$ cat src/rtl/tt_pkg.sv
package tt_pkg;

  localparam int ADDR_W = 3;

  typedef enum logic [ADDR_W-1:0] {
    REG_TBUF  = 3'd0,
    REG_IBUF  = 3'd1,
    REG_CTRL  = 3'd2,
    REG_IEN   = 3'd3,
    REG_ISTAT = 3'd4,
    REG_WSTAT = 3'd5
  } regSel_e;

  typedef struct packed {
    logic interval;
    logic intRun;
    logic tickRun;
  } ctrlBits_t;

  typedef struct packed {
    logic applyCtrl;
    logic applyIcnt;
    logic applyTick;
  } applyStrb_t;

  localparam int NUM_APPLY = 3;

endpackage

$ cat src/rtl/tt_regs.sv
module tt_regs
  import tt_pkg::*;
#(
  parameter int DATA_W   = 32,
  parameter int TICK_W   = 16,
  parameter int SYNC_LAT = 2
) (
  input  logic              clk,
  input  logic              rstN,
  input  logic              wrEn,
  input  logic [ADDR_W-1:0] addr,
  input  logic [DATA_W-1:0] wrData,
  output logic [DATA_W-1:0] rdData,
  input  logic              expire,
  output applyStrb_t        strb,
  output logic [TICK_W-1:0] tickBuf,
  output logic [DATA_W-1:0] icntWord,
  output ctrlBits_t         ctrlReg,
  output logic              irq
);

  logic                 irqEn;
  logic                 irqStat;
  logic [NUM_APPLY-1:0] wstatVec;
  logic [NUM_APPLY-1:0] wrHit;
  logic [NUM_APPLY-1:0] applyVec;
  logic                 wrWstat;
  logic                 wrIstat;

  assign wrHit[0] = wrEn && (addr == REG_TBUF);
  assign wrHit[1] = wrEn && (addr == REG_IBUF);
  assign wrHit[2] = wrEn && (addr == REG_CTRL);
  assign wrWstat  = wrEn && (addr == REG_WSTAT);
  assign wrIstat  = wrEn && (addr == REG_ISTAT);

  // Software-visible buffers update at once
  always_ff @(posedge clk or negedge rstN) begin
    if (!rstN) begin
      tickBuf  <= '0;
      icntWord <= '0;
      ctrlReg  <= '0;
      irqEn    <= 1'b0;
    end else if (wrEn) begin
      case (addr)
        REG_TBUF: tickBuf  <= wrData[TICK_W-1:0];
        REG_IBUF: icntWord <= wrData;
        REG_CTRL: ctrlReg  <= ctrlBits_t'(wrData[2:0]);
        REG_IEN:  irqEn    <= wrData[0];
        default: ;
      endcase
    end
  end

  // Transfer delay lines, one per timing register
  localparam int WSTAT_POS0 = 0;
  localparam int WSTAT_POS1 = 1;
  localparam int WSTAT_POS2 = 3;

  for (genvar k = 0; k < NUM_APPLY; k++) begin : g_xfer
    logic [SYNC_LAT-1:0] pipe;
    if (SYNC_LAT == 1) begin : g_one
      always_ff @(posedge clk or negedge rstN) begin
        if (!rstN) pipe <= '0;
        else       pipe <= wrHit[k];
      end
    end else begin : g_many
      always_ff @(posedge clk or negedge rstN) begin
        if (!rstN) pipe <= '0;
        else       pipe <= {pipe[SYNC_LAT-2:0], wrHit[k]};
      end
    end
    assign applyVec[k] = pipe[SYNC_LAT-1];

    localparam int POS = (k == 0) ? WSTAT_POS0 : (k == 1) ? WSTAT_POS1 : WSTAT_POS2;
    always_ff @(posedge clk or negedge rstN) begin
      if (!rstN)                          wstatVec[k] <= 1'b0;
      else if (applyVec[k])               wstatVec[k] <= 1'b1;
      else if (wrWstat && wrData[POS])    wstatVec[k] <= 1'b0;
    end
  end

  assign strb.applyTick = applyVec[0];
  assign strb.applyIcnt = applyVec[1];
  assign strb.applyCtrl = applyVec[2];

  // Sticky status: a new expiry beats a clear
  always_ff @(posedge clk or negedge rstN) begin
    if (!rstN)                      irqStat <= 1'b0;
    else if (expire)                irqStat <= 1'b1;
    else if (wrIstat && wrData[0])  irqStat <= 1'b0;
  end

  assign irq = irqStat & irqEn;

  always_comb begin
    rdData = '0;
    case (addr)
      REG_TBUF:  rdData = DATA_W'(tickBuf);
      REG_IBUF:  rdData = icntWord;
      REG_CTRL:  rdData = DATA_W'(ctrlReg);
      REG_IEN:   rdData = DATA_W'(irqEn);
      REG_ISTAT: rdData = DATA_W'(irqStat);
      REG_WSTAT: rdData = DATA_W'({wstatVec[2], 1'b0, wstatVec[1], wstatVec[0]});
      default:   rdData = '0;
    endcase
  end

  AST_WSTAT_SETS: assert property (@(posedge clk) disable iff (!rstN)
    strb.applyCtrl |=> wstatVec[2]);

  AST_WSTAT_W1C: assert property (@(posedge clk) disable iff (!rstN)
    (wrWstat && wrData[0] && !strb.applyTick) |=> !wstatVec[0]);

  AST_EXPIRY_WINS: assert property (@(posedge clk) disable iff (!rstN)
    expire |=> irqStat);

endmodule

$ cat src/rtl/tt_count.sv
module tt_count
  import tt_pkg::*;
#(
  parameter int TICK_W = 16,
  parameter int ICNT_W = 31
) (
  input  logic              clk,
  input  logic              rstN,
  input  applyStrb_t        strb,
  input  logic [TICK_W-1:0] tickBuf,
  input  logic [ICNT_W:0]   icntWord,
  input  ctrlBits_t         ctrlNext,
  output logic              expire
);

  logic [TICK_W-1:0] tickReload, tickCnt, tickRelNext;
  logic [ICNT_W-1:0] intReload, intCnt, intRelNext;
  ctrlBits_t         runCtrl;
  logic              done;
  logic              icntLoad, startNow, tickPulse, intStep;

  assign icntLoad    = strb.applyIcnt && icntWord[ICNT_W];
  assign tickRelNext = strb.applyTick ? tickBuf : tickReload;
  assign intRelNext  = icntLoad ? icntWord[ICNT_W-1:0] : intReload;
  assign startNow    = strb.applyCtrl && ctrlNext.tickRun && ctrlNext.intRun
                       && !(runCtrl.tickRun && runCtrl.intRun);
  assign tickPulse   = runCtrl.tickRun && (tickCnt == '0);
  assign intStep     = tickPulse && runCtrl.intRun && !done;
  assign expire      = intStep && (intCnt == '0);

  always_ff @(posedge clk or negedge rstN) begin
    if (!rstN) begin
      tickReload <= '0;
      intReload  <= '0;
      runCtrl    <= '0;
    end else begin
      tickReload <= tickRelNext;
      intReload  <= intRelNext;
      if (strb.applyCtrl) runCtrl <= ctrlNext;
    end
  end

  always_ff @(posedge clk or negedge rstN) begin
    if (!rstN) begin
      tickCnt <= '0;
      intCnt  <= '0;
      done    <= 1'b0;
    end else if (startNow) begin
      tickCnt <= tickRelNext;
      intCnt  <= intRelNext;
      done    <= 1'b0;
    end else begin
      if (runCtrl.tickRun)
        tickCnt <= tickPulse ? tickReload : tickCnt - 1'b1;
      if (icntLoad) begin
        intCnt <= icntWord[ICNT_W-1:0];
        done   <= 1'b0;
      end else if (intStep) begin
        if (intCnt == '0) begin
          if (runCtrl.interval) intCnt <= intReload;
          else                  done   <= 1'b1;
        end else begin
          intCnt <= intCnt - 1'b1;
        end
      end
    end
  end

  AST_TICK_FROZEN: assert property (@(posedge clk) disable iff (!rstN)
    (!runCtrl.tickRun && !strb.applyCtrl) |=> $stable(tickCnt));

  AST_ONESHOT_STOP: assert property (@(posedge clk) disable iff (!rstN)
    (expire && !runCtrl.interval && !strb.applyCtrl && !icntLoad) |=> !expire);

endmodule

$ cat src/rtl/ivl_tick_timer.sv
module ivl_tick_timer
  import tt_pkg::*;
#(
  parameter int DATA_W   = 32,
  parameter int TICK_W   = 16,
  parameter int SYNC_LAT = 2
) (
  input  logic              clk,
  input  logic              rstN,
  input  logic              wrEn,
  input  logic [2:0]        addr,
  input  logic [DATA_W-1:0] wrData,
  output logic [DATA_W-1:0] rdData,
  output logic              irq
);

  localparam int ICNT_W = DATA_W - 1;

  applyStrb_t        strb;
  logic [TICK_W-1:0] tickBuf;
  logic [DATA_W-1:0] icntWord;
  ctrlBits_t         ctrlReg;
  logic              expire;

  tt_regs #(.DATA_W(DATA_W), .TICK_W(TICK_W), .SYNC_LAT(SYNC_LAT)) i_regs (
    .clk(clk), .rstN(rstN), .wrEn(wrEn), .addr(addr), .wrData(wrData),
    .rdData(rdData), .expire(expire), .strb(strb), .tickBuf(tickBuf),
    .icntWord(icntWord), .ctrlReg(ctrlReg), .irq(irq)
  );

  tt_count #(.TICK_W(TICK_W), .ICNT_W(ICNT_W)) i_count (
    .clk(clk), .rstN(rstN), .strb(strb), .tickBuf(tickBuf),
    .icntWord(icntWord), .ctrlNext(ctrlReg), .expire(expire)
  );

endmodule

$ cat config.mk
export PLATFORM = sky130hd
export DESIGN_NAME = ivl_tick_timer
export DESIGN_NICKNAME = d
export VERILOG_FILES = /design/src/rtl/tt_pkg.sv /design/src/rtl/tt_regs.sv /design/src/rtl/tt_count.sv /design/src/rtl/ivl_tick_timer.sv
export SDC_FILE = /design/constraint.sdc
export NUM_CORES = 1
export LEC_CHECK = 0
export ABC_AREA = 1
export ABC_CLOCK_PERIOD_IN_PS = 2400
export BUFFER_PORTS_ARGS = -buffer_cell sky130_fd_sc_hd__clkbuf_2
export CAP_MARGIN = 0
export CORE_MARGIN = 1
export CORE_UTILIZATION = 39
export DETAILED_ROUTE_END_ITERATION = 8
export GPL_TIMING_DRIVEN = 0
export PLACE_DENSITY = 0.61
export SLEW_MARGIN = 5
export SYNTH_ARGS = -nofsm -noshare
export SYNTH_HDL_FRONTEND = slang
export SYNTH_SLANG_ARGS = --single-unit
$ cat constraint.sdc
create_clock -name clk -period 2.4 [get_ports clk]
set_clock_uncertainty 0.15 [all_clocks]
set_input_delay 0.24 -clock clk [delete_from_list [all_inputs] [get_ports clk]]
set_output_delay 0.24 -clock clk [all_outputs]
set_load 0.005 [all_outputs]
# Word level (Yosys, flattened, before mapping)
# Cells that the tools add are included.
dict set report totals {
  wordCells 91
  in_bits 38
  out_inout_bits 33
  regBits 160
}
dict set report op_classes {
  add_sub_neg 2
  n_reduce_logical 36
  eq_ne 7
  bitwise_logic 1
  muxes 24
}
# operator n
set op_table {}
lappend op_table {{one-hot mux 32 bit (6 select lines)} 1}
lappend op_table {{2-to-1 mux 31 bit} 6}
lappend op_table {{2-to-1 mux 16 bit} 4}
lappend op_table {{zero test 31 bit} 1}
lappend op_table {{subtractor 31 x 1 -> 31 bit (second input constant)} 1}
lappend op_table {{logical AND 1 bit} 18}
lappend op_table {{zero test 16 bit} 1}
lappend op_table {{subtractor 16 x 1 -> 16 bit (second input constant)} 1}
lappend op_table {{2-to-1 mux 1 bit} 13}
lappend op_table {{AND reduction 2 bit} 5}
lappend op_table {{nonzero test 2 bit} 5}
lappend op_table {{equality test 3 x 2 -> 1 bit (second input constant)} 2}
lappend op_table {{equality test 3 bit (second input constant)} 2}
lappend op_table {{nonzero test 3 bit} 2}
lappend op_table {{!= test 4 x 1 -> 1 bit (second input constant)} 1}
lappend op_table {{equality test 3 x 1 -> 1 bit (second input constant)} 1}
lappend op_table {{zero test 3 bit} 1}
lappend op_table {{!= test 3 bit (second input constant)} 1}
lappend op_table {{AND reduction 3 bit} 1}
lappend op_table {{zero test 1 bit} 2}
lappend op_table {{bitwise AND 1 bit} 1}

# Logic depth before layout (Yosys ltp)
# Gate-level depths: netlist of the first run.
dict set report logic_depth {
  ltp_word 7
  ltp_mapped 14
  depth_no_buf 13
}

# By module
# From an unflattened synthesis of the first run, not the netlist that was laid out.
dict set report unflattened {
  hier_cells 1304
  area_unflattened_um2 9465.3
}
# module seq_area_each_um2 area_each_um2 n_inst cells_each
set by_module_without_submodules {}
lappend by_module_without_submodules {tt_count 2452.4 6572.6 1 954}
lappend by_module_without_submodules {tt_regs 1551.5 2892.8 1 350}

# Worst setup path before layout of the first run
# Ideal clock, no wire load.
dict set report synth_path {
  path_kind {register -> register}
  from {register i_count.intCnt[0]}
  to {register i_count.intCnt[26]}
  period_less_slack_ns 1.915
  stages_incl_launch_ff 14
  setup_ns 0.117
  path_slack_ns 0.485
  path_buffers 2
  t_arrival_ns 1.648
  t_required_ns 2.133
  path_cell_list {dfrtp_1 -> inv_1 -> ha_1 -> nand2_1 -> nor2_2 -> nand3_2 -> nor2_8 -> nand2_2 -> nand2_2 -> nand2_2 -> buf_6 -> buf_4 -> nor2_1 -> nor2_1}
}
dict set report synth_between {
  elab_chain_cells 5
  elab_cells_between_ends 8
  cone_classes {add/sub: 1; eq/ne: 1; mux: 4; reduce/logical: 2}
}
# element line
set synth_rtl {}
lappend synth_rtl {{from (decl)} tt_count.sv:17} ;# logic [ICNT_W-1:0] intReload, intCnt, intRelNext;
lappend synth_rtl {{from (signal assigned)} tt_count.sv:50} ;# intCnt <= intRelNext;
lappend synth_rtl {{from (signal assigned)} tt_count.sv:56} ;# intCnt <= icntWord[ICNT_W-1:0];
lappend synth_rtl {{from (signal assigned)} tt_count.sv:60} ;# if (runCtrl.interval) intCnt <= intReload;
lappend synth_rtl {{subtractor 31 x 1 -> 31 bit or zero test 31 bit (tied branches)} {tt_count.sv:63, tt_count.sv:59}}
lappend synth_rtl {{2-to-1 mux 31 bit} tt_count.sv:59} ;# if (intCnt == '0) begin
lappend synth_rtl {{2-to-1 mux 31 bit} tt_count.sv:58} ;# end else if (intStep) begin
lappend synth_rtl {{2-to-1 mux 31 bit} tt_count.sv:55} ;# if (icntLoad) begin
lappend synth_rtl {{2-to-1 mux 31 bit} tt_count.sv:48} ;# end else if (startNow) begin
# Parallel ways exist; a longest one is shown, timed or not. The select of a mux whose other input is x is not followed.
# A chain may end at the register's enable or synchronous reset.

# Worst setup path in the final report of the first run
dict set report layout_path {
  from {register i_count.intCnt[0]}
  to {register i_count.intCnt[14]}
}
# The elaborated chain is that of the path after synthesis.

==> results.sh, run 1 <==
export IMPL_tightest_slew_ns=0.679
export IMPL_dieArea_mm2=0.0236
export IMPL_p_clk_frac=0.273
export IMPL_area_growth_syn_to_layout_pct=21.8
export IMPL_portBuffers=70
export IMPL_path_depth=13
export IMPL_synthTopCellsByArea="dfrtp_1 (45%), nand2_1 (18%), nor2_1 (7.3%)"
export IMPL_clk_pin_slew_ns=0.07
export IMPL_rr_worst_depth=13
export IMPL_vias=8670
export IMPL_grt_max_degree=82
export IMPL_synth_area_leader_cell="dfrtp_1"
export IMPL_syn_area_mm2=0.00895
export IMPL_die_x_um=153
export IMPL_first_pass_iters=7
export IMPL_drt_initial_drc_count=819
export IMPL_drc_errors=0
export IMPL_critPathTopFamily="simple AND/OR/NAND/NOR gates"
export IMPL_cellLeakagePower_nw=5.62
export IMPL_place_hpwl_mm=20.4
export IMPL_ys_types=36
export IMPL_synth_top_area_share=0.447
export IMPL_drt_wl_total_mm=27.5
export IMPL_synth_cells=1277
export IMPL_cap_viol_max_count=0
export IMPL_numCtsBuffers=17
export IMPL_cp_cell_sequence="inv_2 > ha_1 > nand2_1 > nor2_2 > nand3_2 > nor2_8 > nand2_2 > nand2_2 > nand2_4 > buf_8 > buf_4 > nand2_1 > nand2_1"
export IMPL_worst_setup_path_start_kind="flip-flop"
export IMPL_clock_latency_ns=0.43
export IMPL_final_area_mm2=0.0109
export IMPL_cts_root_buf="clkbuf_16"
export IMPL_antenna_found_initial=0
export IMPL_synth_edff_count=0
export IMPL_cts_buffer_depth=2
export IMPL_intPower_mw=6.07
export IMPL_status="completed"
export IMPL_finalSetupViolCount=0
export IMPL_hold_viol=0
export IMPL_synth_nets=1319
export IMPL_finalCritPeriodShare=0.949
export IMPL_track_usage=0.235
export IMPL_ir_drop_mv=0.579
export IMPL_cts_sink_count=160
export IMPL_hold_path_class="in -> reg"
export IMPL_cpMostUsedCell="nand2_1"
export IMPL_slowest_stage="dfrtp_1"
export IMPL_ant_nets=0
export IMPL_critPathMaxStageDelay_ns=0.40
export IMPL_grt_ovfl_total=0
export IMPL_arrival_ns=2.45
export IMPL_switching_share=0.400
export IMPL_io_pins=71
export IMPL_cts_tree="built"
export IMPL_critPathRequiredTime_ns=2.57
export IMPL_grt_pass1_wl_mm=43.1
export IMPL_hold_depth=3
export IMPL_nNetsFinal=1455
export IMPL_rsz0062_at_grt="yes"
export IMPL_relSlewSlack=0.548
export IMPL_final_max_slew_viol_count=0
export IMPL_async_flop_share=1.00
export IMPL_setup_tns_final_ns=0
export IMPL_wl_per_cell_um=16.0
export IMPL_path_class="reg -> reg"
export IMPL_syn_area_per_cell_um2=7.01
export IMPL_seqPwrFrac=0.414
export IMPL_powerDensity_mw_per_mm2=929
export IMPL_die_y_um=153
export IMPL_h_tree_depth=4
export IMPL_rows=55
export IMPL_fin_util=0.483
export IMPL_post_dp_cell_area_mm2=0.00969
export IMPL_ys_flop_type="dfrtp_1"
export IMPL_post_synth_top_count_cell="nand2_1"
export IMPL_routed_via_density=5.07
export IMPL_synth_seq_area_share=0.447
export IMPL_start_util=0.396
export IMPL_synthTopCellsByCount="nand2_1 (425), nor2_1 (173), dfrtp_1 (160)"
export IMPL_p_switching_mw=4.05
export IMPL_yosys_register_bits=160
export IMPL_max_freq_mhz=439
export IMPL_coreArea_mm2=0.0226
export IMPL_endpoint_kind="flip-flop"
export IMPL_yosysWarnings=0
export IMPL_globalplace_congestion=0.958
export IMPL_grt_pass1_vias=7984
export IMPL_crit_fanout=10
export IMPL_antennaDiodeCount=0
export IMPL_fin_crit_ns=2.28
export IMPL_p_comb_frac=0.313
export IMPL_critPathBufInv=3
export IMPL_drive_gt1_frac=0.134
[state kept, by name (all words and copies together) (netlist names), 3 cells and up]
register / flops
i_count.intCnt: 31
i_count.intReload: 31
i_count.runCtrl: 3
i_count.tickCnt: 16
i_count.tickReload: 16
i_regs.ctrlReg: 3
i_regs.g_xfer.pipe: 6
i_regs.icntWord: 32
i_regs.tickBuf: 16
i_regs.wstatVec: 3
[cell families after synthesis]
logic type      Yosys count  synth area share
simple gates            730             0.339
flops                   160             0.447
compound gates          165             0.104
xor+xnor                 13            0.0127
fa+ha+maj                 4           0.00559
buf+inv                 205            0.0907
[metal layers]
metal / share of wire / vias to the layer above / track usage
met5: 0 / - / 0
met4: 0.019 / 0 / 0.0733
met3: 0.046 / 34 / 0.0357
met2: 0.45 / 229 / 0.356
met1: 0.49 / 4124 / 0.345
li1: - / 4283 / -
[worst register-to-register path, stage by stage, from the launching register on]
cell	delay, ns
dfrtp_1	0.40
inv_2	0.11
ha_1	0.18
nand2_1	0.10
nor2_2	0.10
nand3_2	0.14
nor2_8	0.23
nand2_2	0.09
nand2_2	0.10
nand2_4	0.08
buf_8	0.15
buf_4	0.19
nand2_1	0.11
nand2_1	0.06
[final timing paths]
| path | end | startpoint | slack, ns |
|---|---|---|---|
| worst max register to register | i_count.intCnt[14] | i_count.intCnt[0] | 0.12 |
| worst max-delay path | i_count.intCnt[14] | i_count.intCnt[0] | 0.12 |
| worst min-delay path | i_regs.irqEn | addr[1] | 0.04 |
| max in group asynchronous | i_regs.wstatVec[2] | rstN | 0.96 |
| worst min register to register | i_regs.g_xfer[1].pipe[1] | i_regs.g_xfer[1].pipe[0] | 0.20 |
| min in group asynchronous | i_count.intCnt[28] | rstN | 0.26 |
[final cells by class]
cell class	instances	area (um^2)
plain buffers	40	223
clock buffers	18	439
clock inverters	14	166
fillers	2263	11700
inverters	164	621
multi-input cells	912	4240
flip-flops and latches	160	4010
well taps	285	357
repair buffers	118	857
[through the flow]
stage	total power [mW]	setup WS, ns	hold WS, ns	cells
2_1_floorplan	6.24	0.485	-0.206	1277
3_3_place_gp	7.10	-2.09	0.182	1632
3_5_place_dp	7.17	-0.105	0.187	1633
4_1_cts	10.0	0.0206	0.00876	1699
5_1_grt	10.8	-0.00745	0.0390	1711
6_report	10.1	0.123	0.0449	1711
[what timing repair did]
action | 4_1_cts | 5_1_grt
cloned | 0 | 1
setup endpoints to repair | 14 | 32
endpoints found under the hold margin | 129 | 0
hold buffers | 35 | 0
resized for setup | 3 | 47
setup buffers | 0 | 11
pin swaps | 0 | 8
[power by group through the flow]
stage / logic, mW / clock network [mW] / registers (mW)
floorplan: 2.27 / 0 / 3.97
global placement: 2.92 / 0 / 4.19
detailed placement: 2.97 / 0 / 4.20
CTS: 3.04 / 2.81 / 4.15
global route: 3.63 / 2.90 / 4.30
finish: 3.17 / 2.76 / 4.20
[placed cells by master, fill, tap and decap left out, types with 4 or more instances in the layout]
master,Yosys,final
inv_1,158,155
nand3_1,75,70
inv_8,0,6
o21bai_1,11,11
clkbuf_1,29,24
dlygate4sd3_1,0,35
o22ai_1,5,5
a22o_1,9,9
buf_4,1,11
o21ai_1,5,5
xor2_1,8,8
nand3_2,1,4
a21oi_1,8,8
clkbuf_2,0,74
o21ai_0,113,113
xnor2_1,5,5
o211ai_1,6,6
clkbuf_16,0,18
nor2_2,15,21
dfrtp_1,160,159
nand4_1,22,22
nand2_2,5,8
inv_2,3,6
nand2_1,425,421
nor2_4,4,8
clkinv_8,0,4
buf_2,7,6
nor2_1,173,163
Power figures use the tool's default switching activity.
==> run 2: changes to the inputs <==
MAX_ROUTING_LAYER = met4   (was unset)
==> run 2 against run 1 <==
Against the previous run:
- setup slack got worse by 0.020 ns
- die area did not move
- final cell count barely moved
- clock-buffer cell count did not move
- sequential cell count did not move
- core utilization fell by 0.28 points
- critical path depth fell by 1
- combinational power barely moved
- sequential share of layout area rose by 0.20 points
- sequential power barely moved
- wire length rose by 0.53%
- largest cell class unchanged
==> results.sh, run 2 (synthesis gave the netlist of run 1 again) <==
export IMPL_grt_pass1_vias=8108
export IMPL_layout_cells_non_filler=1712
export IMPL_fillers=2271
export IMPL_cts_buffer_depth=2
export IMPL_power_mw=10.2
export IMPL_vias=8700
export IMPL_hold_ws_ns=0.0194
export IMPL_drt_initial_drc_count=802
export IMPL_h_tree_depth=4
export IMPL_place_hpwl_mm=20.5
export IMPL_path_class="reg -> reg"
export IMPL_register_area_mm2=0.00400
export IMPL_cellLeakagePower_nw=5.60
export IMPL_endpoint_kind="flip-flop"
export IMPL_crit_fanout=10
export IMPL_hold_path_class="in -> reg"
export IMPL_largest_reg_flops=32
export IMPL_fin_crit_ns=2.30
export IMPL_track_usage=0.249
export IMPL_hold_viol=0
export IMPL_top_register="i_regs.icntWord"
export IMPL_portBuffers=70
export IMPL_antenna_found_initial=0
export IMPL_drt_wl_total_mm=27.6
export IMPL_clock_latency_ns=0.43
export IMPL_antennaDiodeCount=0
export IMPL_die_y_um=153
export IMPL_tightest_slew_ns=0.732
export IMPL_coreArea_mm2=0.0226
export IMPL_final_max_slew_viol_count=0
export IMPL_nNetsFinal=1456
export IMPL_ir_drop_mv=0.539
export IMPL_setup_tns_final_ns=0
export IMPL_final_cell_mix="nand2_1 (424), nor2_1 (162), dfrtp_1 (160), inv_1 (156), o21ai_0 (113)"
export IMPL_fin_util=0.480
export IMPL_globalplace_congestion=0.976
export IMPL_die_x_um=153
export IMPL_grt_pass1_wl_mm=43.9
export IMPL_arrival_ns=2.47
export IMPL_final_common_cell="nand2_1"
export IMPL_status="completed"
export IMPL_powerDensity_mw_per_mm2=942
export IMPL_rows=55
export IMPL_finalCritPeriodShare=0.957
export IMPL_grt_max_degree=84
export IMPL_first_pass_iters=6
export IMPL_finalSetupViolCount=0
export IMPL_cts_root_buf="clkbuf_16"
export IMPL_area_growth_syn_to_layout_pct=21.1
export IMPL_routed_via_density=5.08
export IMPL_relSlewSlack=0.512
export IMPL_io_pins=71
export IMPL_ant_nets=0
export IMPL_numCtsBuffers=17
export IMPL_cts_tree="built"
export IMPL_start_util=0.396
export IMPL_dieArea_mm2=0.0236
export IMPL_drive_gt1_frac=0.130
export IMPL_cts_sink_count=160
export IMPL_dp_cells=1633
export IMPL_cap_viol_max_count=0
export IMPL_max_freq_mhz=435
export IMPL_critPathRequiredTime_ns=2.57
export IMPL_drc_errors=0
export IMPL_clk_pin_slew_ns=0.07
export IMPL_grt_ovfl_total=0
export IMPL_worst_setup_path_start_kind="flip-flop"
export IMPL_multiInputGateArea_mm2=0.00422
export IMPL_reg_top3="i_regs.icntWord (32), i_count.intCnt (31), i_count.intReload (31)"
export IMPL_wl_per_cell_um=16.1
[run 2: through the flow]
step                worst slack, ns  cell area (um^2)
floorplan                     0.485              8950
global placement              -2.10              9660
detailed placement          -0.0591              9690
CTS                          0.0287             10700
global route                -0.0242             10800
finish                        0.103             10800
[run 2: worst max-delay path: stages (launching register included)]
cell	delay, ns
dfrtp_1	0.42
nor2_2	0.21
inv_1	0.11
nor2_2	0.14
nand4_1	0.24
nor2_2	0.22
nand2_2	0.09
nand2_2	0.09
buf_8	0.14
buf_8	0.14
nand3_2	0.11
nand2_1	0.08
inv_1	0.03
[run 2: what timing repair did]
item                                    CTS  global route
endpoints found under the hold margin   133             0
setup buffers                             0            13
pin swaps                                 0             5
gates resized for setup                   5            35
hold buffers                             35             0
endpoints found under the setup margin   17            31
[run 2: routing by layer]
metal	routed length, um	track usage	up-vias
met5	0	-	-
met4	540	0.0743	0
met3	1640	0.0318	34
met2	12300	0.369	304
met1	13100	0.355	4079
li1	-	-	4283
[run 2: area by class of cell]
| type | instances | area share |
|---|---|---|
| Tap cell | 285 | 0.0329 |
| Inverter | 164 | 0.0572 |
| Multi-Input combinational cell | 912 | 0.389 |
| Sequential cell | 160 | 0.369 |
| Timing Repair Buffer | 119 | 0.0770 |
| Buffer | 40 | 0.0193 |
| Clock inverter | 14 | 0.0156 |
| Clock buffer | 18 | 0.0396 |
[run 2: path summary, 6_finish.rpt]
kind	from	end	slack, ns	cells past startpoint
max reg2reg	i_count.tickCnt[3]	i_count.intCnt[16]	0.10	12
min in group asynchronous	rstN	i_count.intCnt[29]	0.23	2
max	i_count.tickCnt[3]	i_count.intCnt[16]	0.10	12
min reg2reg	i_regs.g_xfer[2].pipe[0]	i_regs.g_xfer[2].pipe[1]	0.21	0
max in group asynchronous	rstN	i_regs.ctrlReg[2]	1.02	3
min	addr[1]	i_regs.irqEn	0.02	3
[run 2: report_power, final]
part / switching [mW] / internal (mW)
clock network: 1.25 / 1.57
logic: 2.00 / 1.20
registers: 0.736 / 3.46
total: 3.99 / 6.23
==> run 3: changes to the inputs <==
CELL_PAD_IN_SITES_DETAIL_PLACEMENT = 1   (was unset)
CELL_PAD_IN_SITES_GLOBAL_PLACEMENT = 2   (was unset)
CORE_UTILIZATION = 34   (was 39)
PLACE_DENSITY = 0.84   (was 0.61)
==> run 3 against run 2 <==
Against the previous run:
- sequential power grew 1%
- combinational power grew 1%
- critical path depth shrank 4
- sequential share of layout area shrank 0.45 points
- largest cell class unchanged
- largest power group unchanged
==> results.sh, run 3 (synthesis gave the netlist of run 1 again) <==
export IMPL_ant_nets=0
export IMPL_critPathBufInv=2
export IMPL_drc_errors=0
export IMPL_final_common_cell="nand2_1"
export IMPL_max_freq_mhz=428
export IMPL_io_pins=71
export IMPL_vias=8760
export IMPL_top_register="i_regs.icntWord"
export IMPL_clk_pin_slew_ns=0.08
export IMPL_path_depth=8
export IMPL_r2r_slack_ns=0.06
export IMPL_critPathMaxStageDelay_ns=0.57
export IMPL_grt_ovfl_total=0
export IMPL_finalSetupViolCount=0
export IMPL_critPathRequiredTime_ns=2.62
export IMPL_antenna_found_initial=1
export IMPL_crit_start="i_count.runCtrl[0]"
export IMPL_endpoint_kind="flip-flop"
export IMPL_dieArea_mm2=0.0270
export IMPL_cts_tree="built"
export IMPL_r2r_end="i_count.intCnt[22]"
export IMPL_ir_drop_mv=0.490
export IMPL_finalCritPeriodShare=0.975
export IMPL_powerDensity_mw_per_mm2=945
export IMPL_reg_top3="i_regs.icntWord (32), i_count.intCnt (31), i_count.intReload (31)"
export IMPL_die_y_um=164
export IMPL_slowest_stage="clkbuf_1"
export IMPL_layout_setup_ws_ns=0.0610
export IMPL_cp_cell_sequence="nand2_1 > nand2_1 > nor2_4 > clkbuf_1 > o21ai_0 > nand3_1 > nand2_1 > inv_1"
export IMPL_relSlewSlack=0.530
export IMPL_cts_root_buf="clkbuf_16"
export IMPL_area_growth_syn_to_layout_pct=22.6
export IMPL_layout_cells_non_filler=1762
export IMPL_fin_crit_ns=2.34
export IMPL_worst_setup_path_start_kind="flip-flop"
export IMPL_worstSetupEndpoint="i_count.intCnt[22]"
export IMPL_hold_path_class="in -> reg"
export IMPL_hold_depth=3
export IMPL_tightest_slew_ns=0.705
export IMPL_numCtsBuffers=17
export IMPL_drt_wl_total_mm=32.0
export IMPL_nNetsFinal=1456
export IMPL_grt_max_degree=82
export IMPL_track_usage=0.257
export IMPL_cts_buffer_depth=2
export IMPL_drt_initial_drc_count=473
export IMPL_final_max_slew_viol_count=0
export IMPL_die_x_um=164
export IMPL_wl_per_cell_um=18.2
export IMPL_arrival_ns=2.56
export IMPL_final_cell_mix="nand2_1 (422), dfrtp_1 (160), nor2_1 (159), inv_1 (156), o21ai_0 (113)"
export IMPL_cap_viol_max_count=0
export IMPL_status="completed"
export IMPL_cpMostUsedCell="nand2_1"
export IMPL_drive_gt1_frac=0.135
export IMPL_cts_sink_count=160
export IMPL_clock_latency_ns=0.44
export IMPL_place_hpwl_mm=24.0
export IMPL_hold_viol=0
export IMPL_portBuffers=70
export IMPL_crit_fanout=10
export IMPL_rr_worst_depth=8
export IMPL_coreArea_mm2=0.0259
export IMPL_timing_rr_start="i_count.runCtrl[0]"
export IMPL_pre_cts_ws_ns=-0.355
export IMPL_start_util=0.345
export IMPL_first_pass_iters=5
export IMPL_rsz0062_at_grt="yes"
export IMPL_antennaDiodeCount=0
export IMPL_grt_pass1_wl_mm=50.8
export IMPL_h_tree_depth=4
export IMPL_routed_via_density=4.97
export IMPL_dp_cells=1683
export IMPL_fin_util=0.424
export IMPL_critPathTopFamily="simple AND/OR/NAND/NOR gates"
export IMPL_grt_pass1_vias=8828
export IMPL_largest_reg_flops=32
export IMPL_globalplace_congestion=0.920
export IMPL_hold_ws_ns=0.0546
export IMPL_setup_tns_final_ns=0
export IMPL_rows=59
export IMPL_cellLeakagePower_nw=5.63
export IMPL_path_class="reg -> reg"
==> run 3: cell count changes in the layout (fill, tap and decap cells not counted), sizes merged <==
cell and delta:
bufinv -1, clkinvlp -4, dlygate4sd3 +1, buf -2, clkinv +7, inv -1
==> run 3: worst min path at each step <==
stage          slack [ns]                      from                  endpoint
6_report             0.05                   addr[1]  i_regs.g_xfer[2].pipe[0]
5_1_grt              0.07                   addr[1]  i_regs.g_xfer[2].pipe[0]
4_1_cts              0.04                   addr[1]  i_regs.g_xfer[2].pipe[0]
3_5_place_dp         0.19  i_regs.g_xfer[2].pipe[0]  i_regs.g_xfer[2].pipe[1]
3_3_place_gp         0.18  i_regs.g_xfer[2].pipe[0]  i_regs.g_xfer[2].pipe[1]
2_1_floorplan       -0.21                      rstN              i_count.done
==> run 3: layout make-up <==
class,count,area [um^2]
Fill cell,3286,14900
Clock buffer,17,425
Buffer,41,229
Timing Repair Buffer,118,830
Tap cell,335,419
Sequential cell,160,4000
Multi-Input combinational cell,912,4240
Inverter,164,617
Clock inverter,15,215
==> run 3: worst min-delay path, stage by stage <==
cell	delay [ns]
clkbuf_2	0.12
nand3_1	0.13
nor2_1	0.10
==> run 3: metal layers <==
metal / global-route usage / wire [um]
met5: - / 0
met1: 0.375 / 16300
met3: 0.0356 / 1280
met4: 0.0593 / 488
met2: 0.374 / 13900
==> run 3: what timing repair did <==
item	4_1_cts	5_1_grt
pin swaps	4	1
hold buffers	36	0
endpoints found under the hold margin	130	0
endpoints found under the setup margin	39	31
gates cloned	0	0
resized for setup	21	29
buffers inserted	7	4
==> run 3: report_power, final <==
part	internal [mW]	switching (mW)	leakage [nW]	total (mW)
Sequential	3.45	0.772	1.98	4.23
Combinational	1.16	2.07	3.35	3.24
Clock	1.52	1.39	0.309	2.91
==> run 3: metrics by stage <==
step | area [um^2] | power (mW)
6_report | 11000 | 10.4
2_1_floorplan | 8950 | 6.24
3_3_place_gp | 9720 | 7.20
5_1_grt | 11000 | 11.1
3_5_place_dp | 9750 | 7.34
4_1_cts | 10900 | 10.3
